--- src/rtl/capch_pkg.sv ---
package capch_pkg;

    localparam int FLT_CODE_W = 4;

    // bit 1 = overcapture flag, bit 0 = capture flag
    typedef enum logic [1:0] {
        FS_EMPTY     = 2'b00,
        FS_HELD      = 2'b01,
        FS_LOST      = 2'b10,
        FS_HELD_LOST = 2'b11
    } flag_state_e;

    // consecutive samples needed before the filter adopts a new level
    function automatic int unsigned flt_len(input logic [FLT_CODE_W-1:0] code);
        if (code == '0)
            return 32'd1;
        else if (code < 4'd4)
            return 32'd1 << code;
        else
            return 32'd8 * (32'(code) - 32'd2);
    endfunction

endpackage

--- src/rtl/capch_sync.sv ---
module capch_sync #(
    parameter int STAGES = 2
) (
    input  logic clk,
    input  logic rst_n,
    input  logic d,
    output logic q
);
    logic [STAGES-1:0] chain;

    always_ff @(posedge clk or negedge rst_n) begin
        if (!rst_n)
            chain <= '0;
        else
            chain <= {chain[STAGES-2:0], d};
    end

    assign q = chain[STAGES-1];
endmodule

--- src/rtl/capch_filter.sv ---
module capch_filter
    import capch_pkg::*;
#(
    parameter int RUN_W = 7
) (
    input  logic                  clk,
    input  logic                  rst_n,
    input  logic                  smp,
    input  logic [FLT_CODE_W-1:0] code,
    output logic                  lvl
);
    localparam int NW = RUN_W + 1;

    logic [RUN_W-1:0] run;
    logic [NW-1:0]    run_nx;
    logic [NW-1:0]    need;

    assign need   = NW'(flt_len(code));
    assign run_nx = {1'b0, run} + {{RUN_W{1'b0}}, 1'b1};

    always_ff @(posedge clk or negedge rst_n) begin
        if (!rst_n) begin
            lvl <= 1'b0;
            run <= '0;
        end else if (smp == lvl) begin
            run <= '0;
        end else if (run_nx >= need) begin
            lvl <= smp;
            run <= '0;
        end else begin
            run <= run_nx[RUN_W-1:0];
        end
    end
endmodule

--- src/rtl/capch_prescale.sv ---
module capch_prescale #(
    parameter int PSC_W = 2
) (
    input  logic             clk,
    input  logic             rst_n,
    input  logic             en,
    input  logic             edge_in,
    input  logic [PSC_W-1:0] code,
    output logic             fire
);
    localparam int DW = (1 << PSC_W) - 1;

    logic [DW-1:0] cnt;
    logic [DW-1:0] last;

    assign last = DW'((32'd1 << code) - 32'd1);
    assign fire = en & edge_in & (cnt == last);

    always_ff @(posedge clk or negedge rst_n) begin
        if (!rst_n)
            cnt <= '0;
        else if (!en)
            cnt <= '0;
        else if (edge_in)
            cnt <= (cnt == last) ? '0 : cnt + 1'b1;
    end
endmodule

--- src/rtl/capch_top.sv ---
module capch_top
    import capch_pkg::*;
#(
    parameter int CNT_W  = 16,
    parameter int SYNC_N = 2,
    parameter int PSC_W  = 2,
    parameter int RUN_W  = 7
) (
    input  logic                  clk,
    input  logic                  rst_n,
    input  logic [CNT_W-1:0]      cnt_in,
    input  logic                  pin_in,
    input  logic                  chan_en,
    input  logic                  edge_pol,
    input  logic [FLT_CODE_W-1:0] flt_code,
    input  logic [PSC_W-1:0]      psc_code,
    input  logic                  irq_en,
    input  logic                  sw_gen,
    input  logic                  clr_cap_wr,
    input  logic                  clr_ovr_wr,
    input  logic                  cap_rd,
    output logic [CNT_W-1:0]      cap_val,
    output logic                  cap_flag,
    output logic                  ovr_flag,
    output logic                  irq
);
    logic        pin_s;
    logic        lvl;
    logic        lvl_d;
    logic        act_edge;
    logic        cap_evt;
    logic        clr_c;
    logic        keep_c;
    logic        keep_o;
    flag_state_e state;
    flag_state_e nxt;

    capch_sync #(.STAGES(SYNC_N)) u_sync (
        .clk(clk), .rst_n(rst_n), .d(pin_in), .q(pin_s)
    );

    capch_filter #(.RUN_W(RUN_W)) u_filt (
        .clk(clk), .rst_n(rst_n), .smp(pin_s), .code(flt_code), .lvl(lvl)
    );

    always_ff @(posedge clk or negedge rst_n) begin
        if (!rst_n)
            lvl_d <= 1'b0;
        else
            lvl_d <= lvl;
    end

    assign act_edge = edge_pol ? (lvl_d & ~lvl) : (lvl & ~lvl_d);

    capch_prescale #(.PSC_W(PSC_W)) u_psc (
        .clk(clk), .rst_n(rst_n), .en(chan_en), .edge_in(act_edge),
        .code(psc_code), .fire(cap_evt)
    );

    always_ff @(posedge clk or negedge rst_n) begin
        if (!rst_n)
            cap_val <= '0;
        else if (cap_evt)
            cap_val <= cnt_in;
    end

    assign clr_c  = clr_cap_wr | cap_rd;
    assign keep_c = sw_gen | ~clr_c;
    assign keep_o = ~clr_ovr_wr;

    // state register
    always_ff @(posedge clk or negedge rst_n) begin
        if (!rst_n)
            state <= FS_EMPTY;
        else
            state <= nxt;
    end

    // next state
    always_comb begin
        nxt = state;
        unique case (state)
            FS_EMPTY: begin
                if (cap_evt || sw_gen) nxt = FS_HELD;                // arm
            end
            FS_HELD: begin
                if (cap_evt)      nxt = FS_HELD_LOST;                // overrun
                else if (!keep_c) nxt = FS_EMPTY;                    // consume
            end
            FS_LOST: begin
                if (cap_evt || sw_gen)
                    nxt = keep_o ? FS_HELD_LOST : FS_HELD;           // rearm
                else if (!keep_o)
                    nxt = FS_EMPTY;                                  // acknowledge
            end
            FS_HELD_LOST: begin
                if (cap_evt)
                    nxt = FS_HELD_LOST;
                else
                    nxt = flag_state_e'({keep_o, keep_c});           // consume/acknowledge/purge
            end
            default: nxt = FS_EMPTY;
        endcase
    end

    // outputs
    always_comb begin
        cap_flag = 1'b0;
        ovr_flag = 1'b0;
        unique case (state)
            FS_EMPTY:     begin cap_flag = 1'b0; ovr_flag = 1'b0; end
            FS_HELD:      begin cap_flag = 1'b1; ovr_flag = 1'b0; end
            FS_LOST:      begin cap_flag = 1'b0; ovr_flag = 1'b1; end
            FS_HELD_LOST: begin cap_flag = 1'b1; ovr_flag = 1'b1; end
            default:      begin cap_flag = 1'b0; ovr_flag = 1'b0; end
        endcase
    end

    assign irq = cap_flag & irq_en;
endmodule

--- config.mk ---
export PLATFORM = sky130hd
export DESIGN_NAME = capch_top
export DESIGN_NICKNAME = d
export VERILOG_FILES = /design/src/rtl/capch_pkg.sv /design/src/rtl/capch_sync.sv /design/src/rtl/capch_filter.sv /design/src/rtl/capch_prescale.sv /design/src/rtl/capch_top.sv
export SDC_FILE = /design/constraint.sdc
export NUM_CORES = 1
export LEC_CHECK = 0
export ABC_AREA = 1
export BUFFER_PORTS_ARGS = -buffer_cell sky130_fd_sc_hd__buf_4
export CORE_MARGIN = 2
export CORE_UTILIZATION = 35
export DETAILED_ROUTE_END_ITERATION = 6
export PLACE_DENSITY = 0.64
export SLEW_MARGIN = 10
export SYNTH_ARGS = -nofsm -noshare
export SYNTH_HDL_FRONTEND = slang
export SYNTH_SLANG_ARGS = --single-unit
export TNS_END_PERCENT = 5
--- constraint.sdc ---
create_clock -name clk -period 2.76 [get_ports clk]
set_input_delay 0.69 -clock clk [delete_from_list [all_inputs] [get_ports clk]]
set_output_delay 0.69 -clock clk [all_outputs]
set_load 0.01 [all_outputs]
Word level (Yosys, flattened, before mapping)
Cells that the tools add are included. W data, S select, Z words.

Register bits after elaboration: 32. Latch bits: 0. Memory bits (read-only): 0. Bits in writable memories: 0. Word-level logic and storage cells: 63. Bits of input ports: 32. Memories kept: 0.

Reduce and logical (&&, ||, !) cells: 9. Shift operators: 2. Multipliers: 0. Magnitude comparators: 2. Multiplexer cells: 18. Bitwise operators: 12. Divide/modulo/power cells: 0. Eq/ne operators: 9. $add $sub $neg: 4.

Operators with widths (count): $mux W8 (2); $mux W2 (7); $mux W7 (2); $mux W3 (3); $add A7 B1 Y8 const B (1); $ge A8 B8 Y1 (1); $pmux W2 S4 (1); $reduce_or A2 Y1 (4); $shl A1 B4 Y8 const A (1); $ne A3 B3 Y1 const B (2); $and A1 B1 Y1 (5); $not A1 Y1 (5); $sub A4 B2 Y5 const B (1); $eq A2 B2 Y1 const B (2); $logic_not A4 Y1 (1); $lt A4 B3 Y1 const B (1); $pmux W1 S2 (2); $add A3 B1 Y3 const B (1); $eq A3 B3 Y1 (1); $reduce_and A3 Y1 (1); $shl A1 B2 Y3 const A (1); $sub A3 B1 Y3 const B (1); $eq A2 B1 Y1 const B (1); $logic_not A2 Y1 (1); 7 further kinds (8).

Depth between registers and ports, before layout
Gate-level depths: netlist (run 1).

Depth after elaboration: 8. Mapped depth: 12. Mapped depth without buffers: 11.

Cells and area by module
A second synthesis (run 1) with hierarchy kept.

Cell total of the unflattened synthesis: 238. Area total of the unflattened synthesis: 1791.7 um^2.

By module, submodules not included: capch_top (sequential area each 475.5 um^2, instances 1, area an instance 829.5 um^2, cells each 105); capch_filter (sequential area each 200.2 um^2, instances 1, area an instance 689.4 um^2, cells each 96); capch_prescale (sequential area each 75.1 um^2, instances 1, area an instance 222.7 um^2, cells each 35); capch_sync (sequential area each 50.0 um^2, instances 1, area an instance 50.0 um^2, cells each 2).

Worst setup path after synthesis (run 1)
Ideal clock, no wire load.

Kind: in2reg. Start point: input port flt_code[1]. End point: register u_filt.lvl. Path buffers: 0. Cell stages on the path: 9. Library setup time: 0.131 ns. Arrival: 2.171 ns. Setup slack: 0.458 ns. Path through: inv_1 -> ha_1 -> or2_2 -> ha_1 -> a21oi_1 -> o21a_1 -> nand3_1 -> nand2_1 -> o21ai_0.

Word-level cells in the longest chain between the ends: 5. Elaborated cells on any way between the ends: 8. Those cells by class: add/sub (1); order compare (2); shift (1); mux (2); reduce/logical (2).

Ends and longest elaborated chain: start, declared (line capch_top.sv:15) `input logic [FLT_CODE_W-1:0] flt_code,`; $sub A4 B2 Y5, or another cell as far along (line capch_pkg.sv:20) `return 32'd8 * (32'(code) - 32'd2);`; $mux W8 (line capch_pkg.sv:17) `else if (code < 4'd4)`; $mux W8 (*) (line capch_pkg.sv:15) `if (code == '0)`; $ge A8 B8 Y1 (*) (line capch_filter.sv:27) `end else if (run_nx >= need) begin`; $reduce_and A2 Y1 (no line) (*); end signal, assigned (line capch_filter.sv:28) `lvl <= smp;`; end, declared (line capch_filter.sv:10) `output logic lvl`.

Every way passes the cells marked *; elsewhere a longest branch is shown, timed or not. A chain may end at the register's enable or synchronous reset.

Worst setup path in the final report (run 1)
Same ends and word-level chain as after synthesis.

==> summary.md, run 1 <==
| Metric | Value |
|---|---|
| Initial core utilization | 0.365 |
| # DRC | 0 |
| CTS Hold Bufs | 0 |
| Dpl hpwl | 2.67 mm |
| Fin Setup TNS | 0 ps |
| Placer Congestion | 0.804 |
| Post-synthesis simple-gate area fraction | 0.268 |
| PwrDens | 779 mW/mm^2 |
| Synth unique cells | 26 |
| CP endpoint kind | flop |
| Clock skew | 3.87 ps |
| DRT Pass-1 Iters | 4 |
| I/O Buffers | 50 |
| Core Footprint | 0.00472 mm^2 |
| Grt ovf | 0 |
| Max IR drop VDD | 0.411 mV |
| H-Tree Depth | 2 |
| Worst Path Required | 2910 ps |
| Synth Instances | 215 |
| Most common cell after layout, fill and taps aside | nand2_1 |
| CTS clk-pin slew, worst paths | 60 ps |
| Arr. time, crit path | 2450 ps |
| Comb power frac | 0.373 |
| Final WS setup | 461 ps |
| Hold Path Class | input port to asynchronous set/reset pin |
| FF-to-FF setup slack | 580 ps |
| Met3 Resource Use GR | 0.0379 |
| Area contributors post-synth | dfrtp_1 (46%), nand2_1 (18%), ha_1 (8.0%), inv_1 (5.2%), xor2_1 (3.6%) |
| Largest net degree at the start of global routing | 33 |
| Cts repair resizes | 0 |
| CTS tree | done |
| Status | finished clean |
| Row count | 25 |
| Die area | 0.00550 mm^2 |
| Antenna violations before repair | 0 |
| Clock latency on the worst-skew pair | 280 ps |
| ANT cells | 0 |
| Clock buffer count from CTS | 5 |
| Finished Layout Cells | 336 |
| Clock power frac | 0.207 |
| Net Count, Synth | 258 |
| Setup violators final | 0 |
| Avg Cell Area, Syn | 8.01 um^2 |
| Root buf cell | clkbuf_8 |
| Pint | 1140 uW |
| Mux contribution to synthesized area | 0 |
| Area Growth Syn to Fin | 30.1% |
| Dpl cells | 328 |
| Mapped Area | 0.00172 mm^2 |
| Syn. warnings | 0 |
| Commonest cells after routing, fill and taps aside | nand2_1 (82), buf_4 (51), dfrtp_1 (32) |
| Worst Setup Start Kind | input port |
| Die Span Y | 74.2 um |
| Synth area leader | dfrtp_1 |
| Slew @ Worst Pin | 495 ps |
| IO Pins | 51 |
| Vias in the first global route | 1,410 |
| Yosys top cell area share | 0.465 |
| Overall via count from detail_route | 1,486 |
| Max-slew violations | 0 |
| Reg power frac | 0.420 |
| Seq/Total Area, Yosys | 0.465 |
| Met1 Resource Use GR | 0.166 |
| Die X | 74.2 um |
| Max Fanout on Critical Path | 9 |
| DRT iter0 DRCs | 78 |
| Critical path class | input port to flop |
| RR Endpoint | u_filt.lvl |
| Post-CTS Setup Inserts | 0 |
| Vias per std cell | 4.42 |
| Power Total | 1750 uW |
| RSZ-0062 raised after global routing | false |
| Largest family of logic cells by synthesized area | simple AND/OR/NAND/NOR gates |
| R2r startpoint | u_filt.run[0] |
| Gr usage total | 0.141 |
| Adder-Cell Fraction of Synth Area | 0.0799 |
| Hold Fails Final Rpt | 0 |
| Final wirelength | 3.44 mm |
| Pleak | 0.00126 uW |
| WL per Instance | 10.2 um |
| CTS sink count | 32 |
| Achievable Freq | 435 MHz |
| Antenna violation net count after detailed routing | 0 |
| Post-Synth XOR/XNOR Area | 0.0407 |
| Pre-CTS WS | 167 ps |
| First-pass GRT wire length | 5.91 mm |
| Register bit total from synthesis | 32 |
| Fin crit share | 0.833 |
| MaxCap Viol Count | 0 |
| Min Tclk post-route | 2300 ps |
| Cells on worst reg2reg path | 10 |
| Fillers | 495 |
| Met2 global-route usage | 0.243 |
| Layout cells sized above 1 | 0.234 |
| Compound-Gate Fraction of Synth Area | 0.0683 |
| Slew margin rel. | 0.669 |
| Sw Pwr | 604 uW |
| Switching Fraction | 0.346 |
| CTS max path bufs | 2 |
| Final net count | 311 |
| Global route hottest layer | met2 |
## cells in the mapped netlist
| cell | n |
|---|---|
| nand2_1 | 82 |
| dfrtp_1 | 32 |
| inv_1 | 24 |
| nor2_1 | 14 |
| ha_1 | 11 |
| nand3_1 | 10 |
| xor2_1 | 7 |
| a21oi_1 | 6 |
| o21ai_0 | 6 |
| o22ai_1 | 3 |
| buf_6 | 2 |
| clkbuf_1 | 2 |
| nand3b_1 | 2 |
| nor3_1 | 2 |
| a21boi_2 | 1 |
| buf_4 | 1 |
| conb_1 | 1 |
| inv_2 | 1 |
| nand2_2 | 1 |
| nor2_2 | 1 |
| nor3b_1 | 1 |
| o21a_1 | 1 |
| o22ai_2 | 1 |
| o31ai_1 | 1 |
| or2_2 | 1 |
| xnor2_1 | 1 |
## worst max-delay path by stage
| stage | slack (ps) | end | start | cells after the start |
|---|---|---|---|---|
| after floorplan | 460 | u_filt.lvl | flt_code[1] | 9 |
| after CTS | 470 | u_filt.lvl | flt_code[1] | 10 |
| after detailed placement | 170 | u_filt.lvl | flt_code[1] | 10 |
| after global routing | 280 | u_filt.lvl | flt_code[2] | 10 |
| final | 460 | u_filt.lvl | flt_code[1] | 10 |
| after global placement | 210 | u_filt.lvl | flt_code[1] | 10 |
## power by group through the flow
stage               clock (uW)  combinational [uW]  sequential [uW]
CTS                        378                 664              737
detailed placement           0                 664              738
finish                     362                 651              734
floorplan                    0                 328              768
global route               398                 743              758
global placement             0                 645              739
## layer usage
layer | vias up | part of all wire
li1 | 772 | -
met1 | 667 | 0.44
met2 | 41 | 0.48
met3 | 6 | 0.058
met4 | 0 | 0.017
met5 | - | 0
## state kept, by name (all words and copies together), names as in the netlist
register / flops
cap_val: 16
state: 2
u_sync.chain: 2
u_psc.cnt: 3
u_filt.run: 7
lvl_d: 1
u_filt.lvl: 1
## final cells by class
cell class / count / area [um^2] / share of cell area
Multi-Input combinational cell: 153 / 791 / 0.353
Sequential cell: 32 / 801 / 0.357
Tap cell: 67 / 83.8 / 0.0374
Timing Repair Buffer: 51 / 383 / 0.171
Clock buffer: 8 / 90.1 / 0.0402
Inverter: 25 / 93.8 / 0.0419
## critical path, cell delays in order
cell and delay (ps):
buf_4 120, inv_1 110, ha_1 240, or2_2 300
ha_1 310, a21oi_1 120, o21a_1 120, nand3_1 260
nand2_1 120, o21ai_0 80
## metrics by stage
| stage | utilization | cell area [um^2] | hold WS (ps) |
|---|---|---|---|
| 2_1_floorplan | - | 1720 | 331 |
| 4_1_cts | 0.475 | 2240 | 349 |
| 5_1_grt | 0.475 | 2240 | 369 |
| 3_5_place_dp | 0.456 | 2150 | 340 |
| 6_report | 0.475 | 2240 | 333 |
| 3_3_place_gp | 0.456 | 2150 | 339 |
## logic make-up (layout without fill, tap and decap cells)
| logic type | count (synthesis) | count (layout) |
|---|---|---|
| compound gates | 19 | 19 |
| xor+xnor | 8 | 8 |
| fa+ha+maj | 11 | 11 |
| buf+inv | 30 | 84 |
| flops | 32 | 32 |
| other cells | 1 | 1 |
| simple gates | 114 | 114 |
Power figures use the tool's default switching activity.
==> run 2: changes to the inputs <==
ABC_AREA = 0   (was 1)
clock period = 2.27 ns   (was 2.76 ns; I/O delays follow)
==> run 2 against run 1 <==
  * Routed wire length is 5.0% lower
  * Design area is 0.89% higher
  * Sequential share of layout area is 0.26 points lower
  * Global-route usage is 0.68 points lower
  * Critical path depth is 1 lower
  * Clock skew is 1.9 ps higher
  * Via count is 17% lower
  * Sequential cell count stayed put
  * Power is 32% higher
  * Die area is 4.2% lower
  * Register-to-register slack worse by 470 ps
==> summary.md, run 2 <==
| Metric | Value |
|---|---|
| Status | finished clean |
| Setup violators final | 0 (unchanged) |
| Min Hold Slack | 218 ps (-115 ps) |
| CTS clk-pin slew, worst paths | 60 ps (about the same) |
| Layout cells sized above 1 | 0.449 (+0.215) |
| Clock power frac | 0.252 (+0.045) |
| Util after Layout | 0.509 (+0.0343) |
| Synth area leader | dfrtp_1 |
| Antenna violations before repair | 0 (unchanged) |
| Most flop-heavy register | cap_val |
| PwrDens | 1020 mW/mm^2 (+30%) |
| Arr. time, crit path | 2320 ps (-130 ps) |
| Top flop regs | cap_val x16, u_filt.run x7, u_psc.cnt x3 |
| CTS sink count | 32 (unchanged) |
| Fillers | 391 (-21%) |
| Power Total | 2300 uW (+32%) |
| Most common cell after layout, fill and taps aside | buf_4 |
| Synth Instances | 139 (-35%) |
| Finished Layout Cells | 250 (-26%) |
| First-pass GRT wire length | 5.55 mm (-6.2%) |
| Clock latency on the worst-skew pair | 280 ps (about the same) |
| CTS Hold Bufs | 0 (unchanged) |
| Net Count, Synth | 182 (-29%) |
| Overall via count from detail_route | 1,233 (-17%) |
| Switching Fraction | 0.289 (-0.0568) |
| Syn. warnings | 0 (unchanged) |
| DRT Pass-1 Iters | 4 (unchanged) |
| Fin crit share | 0.950 |
| Final net count | 240 (-23%) |
| Worst Path Required | 2430 ps (-480 ps) |
| Antenna violation net count after detailed routing | 0 (unchanged) |
| DRT iter0 DRCs | 35 (-55%) |
| Root buf cell | clkbuf_8 |
| CTS max path bufs | 2 (unchanged) |
| Dpl hpwl | 2.53 mm (-5.4%) |
| Comb power frac | 0.357 (-0.016) |
| Area Growth Syn to Fin | 37.4% |
| Synth async-reset ratio | 1.00 (unchanged) |
| Critical path class | flop to flop |
| Mapped Area | 0.00165 mm^2 (-4.4%) |
| Initial core utilization | 0.370 (+0.00573) |
| Die area | 0.00527 mm^2 (-4.2%) |
| Placed cell area | 0.00211 mm^2 (-1.9%) |
| CTS tree | done |
| ANT cells | 0 (unchanged) |
| Vias in the first global route | 1,316 (-6.7%) |
| Dpl cells | 241 (-27%) |
| Yosys top cell area share | 0.486 (+0.0215) |
| I/O Buffers | 50 (unchanged) |
| Post-synth EDFFs | 0 (unchanged) |
| Grt ovf | 0 (unchanged) |
| Register bit total from synthesis | 32 (unchanged) |
| Hold Fails Final Rpt | 0 (unchanged) |
| Max reg flops | 16 (unchanged) |
| Die Span Y | 72.6 um (-2.1%) |
| H-Tree Depth | 2 (unchanged) |
| WL per Instance | 13.1 um (+28%) |
| Pleak | 0.00115 uW (-8.2%) |
| M1 wire length | 1.46 mm (-3.4%) |
| Min Tclk post-route | 2160 ps |
| Synth unique cells | 37 (+42%) |
| Top-count cell post-synth | dfrtp_1 |
| Core Footprint | 0.00444 mm^2 (-5.9%) |
| Most common library cells after synthesis | dfrtp_1 (32), ha_1 (11), mux2_2 (9), nand2_1 (9) |
| WL met2 | 1.56 mm (-6.7%) |
| Row count | 24 (-4.0%) |
| Avg Cell Area, Syn | 11.8 um^2 (+48%) |
| Clock skew | 5.72 ps (+1.85 ps) |
| Vias per std cell | 4.93 (+12%) |
| # DRC | 0 (unchanged) |
| Final wirelength | 3.27 mm (-5.0%) |
| Hold Path Class | input port to asynchronous set/reset pin |
| Seq/Total Area, Yosys | 0.486 (+0.0215) |
| IO Pins | 51 (unchanged) |
| Gr usage total | 0.135 (-0.00678) |
| Achievable Freq | 464 MHz |
| Pint | 1630 uW (+43%) |
| Reg power frac | 0.391 (-0.029) |
| Commonest cells after routing, fill and taps aside | buf_4 (54), dfrtp_1 (31), nand2_1 (9), mux2_2 (9), ha_1 (9) |
| Max IR drop VDD | 0.700 mV (+70%) |
| Max Fanout on Critical Path | 5 (-4) |
| Sw Pwr | 664 uW (+10%) |
| Placer Congestion | 0.737 (-8.4%) |
| Worst Setup Start Kind | flop |
| MaxCap Viol Count | 0 (unchanged) |
| Clock buffer count from CTS | 5 (unchanged) |
| CP endpoint kind | flop |
| Area contributors post-synth | dfrtp_1 (49%), ha_1 (8.4%), mux2_4 (7.3%), mux2_2 (6.2%), xor2_1 (2.1%) |
| DR WL met3 | 208 um (+3.5%) |
| Main synth FF type | dfrtp_1 |
| Uppermost layer routed | met4 |
| Largest net degree at the start of global routing | 33 (unchanged) |
| Max-slew violations | 0 (unchanged) |
| Layout Cell Area excl Fill | 0.00226 mm^2 (+0.89%) |
| Die X | 72.6 um (-2.1%) |
| Cells on worst reg2reg path | 9 (-1) |
[run 2: path summary, 6_finish.rpt]
| path | endpoint | start | slack, ps |
|---|---|---|---|
| setup reg to reg | u_filt.lvl | u_filt.run[0] | 110 |
| min in group clk | u_sync.chain[1] | u_sync.chain[0] | 350 |
| hold reg to reg | u_sync.chain[1] | u_sync.chain[0] | 350 |
| setup / recovery | u_filt.lvl | u_filt.run[0] | 110 |
| max in group asynchronous | u_filt.run[0] | rst_n | 1740 |
| hold / removal | u_psc.cnt[1] | rst_n | 220 |
[run 2: metal layers]
layer / track usage / vias up
met2: 0.218 / 49
met5: 0 / -
li1: - / 604
met4: 0.0597 / 0
met1: 0.162 / 575
met3: 0.0456 / 5
[run 2: repair_timing]
item                                    CTS  global route
hold endpoints to repair                  0             0
gates resized for setup                   0             4
pin swaps                                 1             3
endpoints found under the setup margin    2             8
buffers inserted                          1             0
[run 2: area by class of cell]
| class | instances | area (um^2) | area share |
|---|---|---|---|
| Tap cell | 52 | 65.1 | 0.0288 |
| Sequential cell | 32 | 802 | 0.355 |
| Inverter | 6 | 22.5 | 0.00996 |
| Clock inverter | 1 | 30.0 | 0.0133 |
| Clock buffer | 7 | 96.3 | 0.0426 |
| Multi-Input combinational cell | 97 | 821 | 0.363 |
| Timing Repair Buffer | 55 | 425 | 0.188 |
[run 2: per-stage QoR]
step                      TNS [ps]  worst slack, ps
after detailed placement     -1220             -184
after global routing         -6.45            -6.45
after CTS                        0             49.9
final                            0              113
after floorplan                  0             37.7
after global placement        -816             -110
[run 2: power by group through the flow]
| stage | sequential [uW] | clock [uW] | combinational, uW |
|---|---|---|---|
| 6_report | 898 | 579 | 821 |
| 5_1_grt | 924 | 627 | 900 |
| 4_1_cts | 889 | 597 | 816 |
| 3_5_place_dp | 889 | 0 | 804 |
| 3_3_place_gp | 879 | 0 | 781 |
| 2_1_floorplan | 926 | 0 | 401 |
[run 2: kinds of logic (layout without fill, tap and decap cells)]
logic type / count (synthesis) / after routing / synth area share
multiplexers: 18 / 18 / 0.141
buffers and inverters: 10 / 69 / 0.0372
AND/OR/NAND/NOR: 42 / 42 / 0.135
AO/OA/AOI/OAI: 18 / 18 / 0.0775
XOR/XNOR: 7 / 7 / 0.0372
other: 1 / 1 / 0.00228
adder cells (fa/ha/maj): 11 / 11 / 0.0836
flip-flops: 32 / 32 / 0.486
[run 2: worst max-delay path, cell delays in order (launching register included)]
cell and delay, ps:
dfrtp_2 420, ha_4 170, nand2_1 50, nor2_1 120, xor2_1 220, ha_1 260
and2_1 160, a221oi_2 260, o21ai_1 110, mux2_2 280
